==> src/rtl/por_wdog_pkg.sv <==
`timescale 1ns/1ps
package por_wdog_pkg;
  // True when the lowest n bits of v are all ones (n >= 1).
  function automatic logic low_ones(input logic [31:0] v, input int n);
    logic r;
    r = 1'b1;
    for (int i = 0; i < 32; i++) begin
      if (i < n) r = r & v[i];
    end
    return r;
  endfunction
endpackage

==> src/rtl/por_sync.sv <==
`timescale 1ns/1ps
module por_sync (
  input  logic clk,
  input  logic arst_n,
  output logic sync_o
);
  logic [1:0] stg_q;
  logic [1:0] stg_d;

  always_comb begin
    stg_d = {stg_q[0], 1'b1};
  end

  always_ff @(posedge clk or negedge arst_n) begin
    if (!arst_n) stg_q <= 2'b00;
    else         stg_q <= stg_d;
  end

  assign sync_o = stg_q[1];
endmodule

==> src/rtl/por_clkdiv.sv <==
`timescale 1ns/1ps
module por_clkdiv
  import por_wdog_pkg::*;
#(
  parameter int DIV_W = 4
) (
  input  logic             clk,
  input  logic             arst_n,
  input  logic             run_i,
  output logic [DIV_W-1:0] en_o
);
  logic [DIV_W-1:0] cnt_q;
  logic [DIV_W-1:0] cnt_d;

  always_comb begin
    cnt_d = cnt_q;
    if (run_i) cnt_d = cnt_q + 1'b1;
  end

  always_ff @(posedge clk or negedge arst_n) begin
    if (!arst_n) cnt_q <= '0;
    else         cnt_q <= cnt_d;
  end

  for (genvar k = 0; k < DIV_W; k++) begin : g_en
    assign en_o[k] = low_ones(32'(cnt_q), k + 1);
  end
endmodule

==> src/rtl/por_wdcnt.sv <==
`timescale 1ns/1ps
module por_wdcnt #(
  parameter int WD_TC = 16
) (
  input  logic clk,
  input  logic arst_n,
  input  logic tick_i,
  input  logic clr_i,
  output logic term_o
);
  localparam int WD_W = (WD_TC > 1) ? $clog2(WD_TC) : 1;
  localparam logic [WD_W-1:0] LAST = WD_W'(WD_TC - 1);

  logic [WD_W-1:0] wd_q;
  logic [WD_W-1:0] wd_d;
  logic            at_last;

  assign at_last = (wd_q == LAST);
  assign term_o  = tick_i && !clr_i && at_last;

  always_comb begin
    wd_d = wd_q;
    if (clr_i)        wd_d = '0;
    else if (tick_i)  wd_d = at_last ? '0 : wd_q + 1'b1;
  end

  always_ff @(posedge clk or negedge arst_n) begin
    if (!arst_n) wd_q <= '0;
    else         wd_q <= wd_d;
  end
endmodule

==> src/rtl/por_watchdog.sv <==
`timescale 1ns/1ps
module por_watchdog #(
  parameter int DIV_W  = 4,
  parameter int WD_SEL = 1,
  parameter int WD_TC  = 16
) (
  input  logic             clk,
  input  logic             pwr_ok_i,
  input  logic             wd_clr_i,
  output logic [DIV_W-1:0] clk_en_o,
  output logic             rst_n_o
);
  logic pwr_sync;
  logic term;
  logic rst_q;
  logic rst_d;

  por_sync u_sync (
    .clk    (clk),
    .arst_n (pwr_ok_i),
    .sync_o (pwr_sync)
  );

  por_clkdiv #(.DIV_W(DIV_W)) u_div (
    .clk    (clk),
    .arst_n (pwr_ok_i),
    .run_i  (pwr_sync),
    .en_o   (clk_en_o)
  );

  por_wdcnt #(.WD_TC(WD_TC)) u_wd (
    .clk    (clk),
    .arst_n (pwr_ok_i),
    .tick_i (clk_en_o[WD_SEL]),
    .clr_i  (wd_clr_i),
    .term_o (term)
  );

  always_comb begin
    rst_d = rst_q ^ term;
  end

  always_ff @(posedge clk or negedge pwr_ok_i) begin
    if (!pwr_ok_i) rst_q <= 1'b0;
    else           rst_q <= rst_d;
  end

  assign rst_n_o = rst_q;
endmodule

==> config.mk <==
export PLATFORM = sky130hd
export DESIGN_NAME = por_watchdog
export DESIGN_NICKNAME = d
export VERILOG_FILES = /design/src/rtl/por_wdog_pkg.sv /design/src/rtl/por_sync.sv /design/src/rtl/por_clkdiv.sv /design/src/rtl/por_wdcnt.sv /design/src/rtl/por_watchdog.sv
export SDC_FILE = /design/constraint.sdc
export NUM_CORES = 1
export LEC_CHECK = 0
export ABC_AREA = 1
export BUFFER_PORTS_ARGS = -buffer_cell sky130_fd_sc_hd__buf_2
export CAP_MARGIN = 25
export CORE_AREA = 2 2 39 41
export DETAILED_ROUTE_END_ITERATION = 12
export DIE_AREA = 0 0 41 43
export PLACE_DENSITY = 0.64
export SLEW_MARGIN = 10
export SYNTH_ARGS = -nofsm -noshare
export SYNTH_HDL_FRONTEND = slang
export SYNTH_SLANG_ARGS = --single-unit
==> constraint.sdc <==
create_clock -name clk -period 3.7 [get_ports clk]
set_input_delay 0.185 -clock clk [delete_from_list [all_inputs] [get_ports clk]]
set_output_delay 0.185 -clock clk [all_outputs]
set_load 0.01 [all_outputs]
==> impl_metrics.tcl <==
set metrics [dict create \
    start_kind "flip-flop" \
    p_sw_uw 124.3 \
    ys_seq_elements 11 \
    drtPass1Iterations 4 \
    postRouteAntennaNets 0 \
    status "complete, no violations" \
    yosysWarnings 0 \
    hold_violations 0 \
    cts_buffers 3 \
    timing.final.crit_share_pct 42.12 \
    path_clk_slew_ns 0.07 \
    ys_types 13 \
    critical_path_arrival_ns 1.37 \
    hold_path.class "input pin to flip-flop" \
    n_antenna_cell 0 \
    grt_max_degree 12 \
    gp_congestion 0.6515 \
    post_cts_buffers 0 \
    portBuffers 7 \
    grt_pass1_wl_mm 1.414 \
    yosysTopAreaCell "dfrtp_1" \
    cts_tree "built" \
    place_hpwl_um 627.9 \
    tns_ns 0 \
    skew_ns 0.003103 \
    track_usage_pct 12.14 \
    die_area_um2 1763 \
    die_y_um 43 \
    nets 74 \
    pwr-share-seq_pct 49.8 \
    synth_area_um2 513.0 \
    netlist_instances 57 \
    required_ns 3.51 \
    vias 369 \
    cts-root-buf "clkbuf_4" \
    p_per_area_nw_per_um2 602.4 \
    critical_path_class "flip-flop to output port" \
    core_area_um2 1384 \
    p_leak_nw 0.3244 \
    cts_sinks 11 \
    syn-num-nets 63 \
    drtIter0Drc 10 \
    grt_pass1_vias 344 \
    slowest_stage "dfrtp_1" \
    cts_hold_buffers 1 \
    total_power_uw 355.8 \
    slew_viol_final 0 \
    die_w_um 41 \
    start_util_pct 37.07 \
    path_cells "ha_1 -> ha_1 -> nand2_1 -> inv_1 -> buf_2" \
    path_delay_family "adder cells" \
    htreeDepth 1 \
    fillers 148 \
    routed_via_density 4.446 \
    combPwrFrac_pct 26.8 \
    gr-total-overflow 0 \
    drive_gt1_share_pct 16.42 \
    synth_top_cells_by_area "dfrtp_1 54%, nand2_1 12%, ha_1 7.3%" \
    antenna_found_initial 0 \
    routed_wl_um 835 \
    crit_path_max_fanout 5 \
    wire_per_inst_um 10.06 \
    end_kind "output port" \
    rows 14 \
    insertion_delay_ns 0.27 \
    post_cts_resized 0 \
    drv_cap 0 \
    drc_errors 0 \
    fin_crit_ns 1.559 \
    io_pins 8 \
    p_sw_share_pct 34.95 \
    cp_common_cell "ha_1" \
    max_freq_ghz 0.6416 \
    critical-path-max-stage-delay_ns 0.41 \
    vdd_drop_max_mv 0.2286 \
    p_int_uw 231.4 \
    setup_viol 0 \
    rsz0062_at_grt "false" \
    syn2layout_area_growth_pct 15.12 \
    avgSynthCellArea_um2 9.000 \
    yosysSeqAreaShare_pct 53.66 \
    clkPwrFrac_pct 23.3 \
    worst-path-buf-inv 2 \
    cts_max_path_buffers 2 \
    synth_top_area_share_pct 53.66 \
]
tightest hold or removal path, stage by stage:
cell and delay [ns]:
buf_2 0.10, nor2_1 0.09, nand2_1 0.07, nand2_1 0.05
kinds of logic after synthesis:
| kind of cell | after synthesis | share of synthesized area (%) |
|---|---|---|
| DFF | 11 | 53.66 |
| other | 1 | 0.7310 |
| buffers and inverters | 10 | 8.780 |
| and+or+nand+nor | 23 | 17.81 |
| adders and majority gates | 3 | 7.318 |
| AOI/OAI and AO/OA | 6 | 6.585 |
| xor gates and xnor gates | 3 | 5.123 |
layer usage:
metal,wire length (µm),share of wire (%),track usage [%]
met5,0,0,0
met4,0,0,8.000
met3,26,3.1,3.141
met2,373,45,16.25
met1,435,52,16.61
sequential cells by signal (all words and copies together) (netlist names):
signal and cells:
u_wd.wd_q 4, u_sync.stg_q 2, rst_n_o 1, u_div.cnt_q 4
power by group through the flow:
stage | Clock (mW) | Sequential [mW] | Combinational, mW
6_report | 0.0830 | 0.177 | 0.0955
2_1_floorplan | 0 | 0.173 | 0.0814
3_5_place_dp | 0 | 0.180 | 0.0958
4_1_cts | 0.0865 | 0.177 | 0.0971
3_3_place_gp | 0 | 0.179 | 0.0929
5_1_grt | 0.0913 | 0.181 | 0.115
final timing paths:
check                      slack (ns)  cells after the start               to            start
setup / recovery                 2.14                      5      clk_en_o[3]   u_div.cnt_q[0]
hold / removal                   0.25                      4     u_wd.wd_q[3]         wd_clr_i
setup reg to reg                 2.50                      3     u_wd.wd_q[1]   u_div.cnt_q[0]
hold reg to reg                  0.37                      0  u_sync.stg_q[1]  u_sync.stg_q[0]
max in group asynchronous        3.20                      2     u_wd.wd_q[0]         pwr_ok_i
min in group asynchronous        0.30                      2   u_div.cnt_q[0]         pwr_ok_i
placed cells by master (no fill, tap or decap), types with 2 or more instances in the layout:
| master | instances |
|---|---|
| xor2_1 | 2 |
| buf_2 | 7 |
| o21ai_0 | 5 |
| ha_1 | 3 |
| inv_1 | 8 |
| clkbuf_4 | 3 |
| nand2_1 | 16 |
| dfrtp_1 | 11 |
| nor2_1 | 4 |
| nand3_1 | 2 |
stage by stage:
step / hold WS, ns / setup slack (ns) / util, % / cell area (µm²) / instances
detailed placement: 0.06992 / 2.432 / 39.96 / 553.0 / 78
floorplan: -0.1106 / 2.509 / - / 513.0 / 57
global placement: 0.07077 / 2.460 / 39.96 / 553.0 / 78
finish: 0.2512 / 2.141 / 42.68 / 590.6 / 83
CTS: 0.2482 / 2.122 / 42.68 / 590.6 / 83
global route: 0.2872 / 2.017 / 42.68 / 590.6 / 83
cell usage after synthesis, drive strengths merged:
master	number
nand2	16
a22o	1
dfrtp	11
ha	3
o21ai	5
buf	2
xor2	2
nand3	2
nand4	1
xnor2	1
conb	1
nor2	4
inv	8
cell type report:
type	instances	area, µm²	area share [%]
sequential	11	275.3	46.61
multi-input combinational	36	192.7	32.63
timing repair buffer	8	45.04	7.627
inverter	8	30.03	5.085
clock buffer	3	22.52	3.814
tap	16	20.02	3.390
clock inverter	1	5.005	0.8475
No activity file was read; power rests on OpenSTA's default activity.
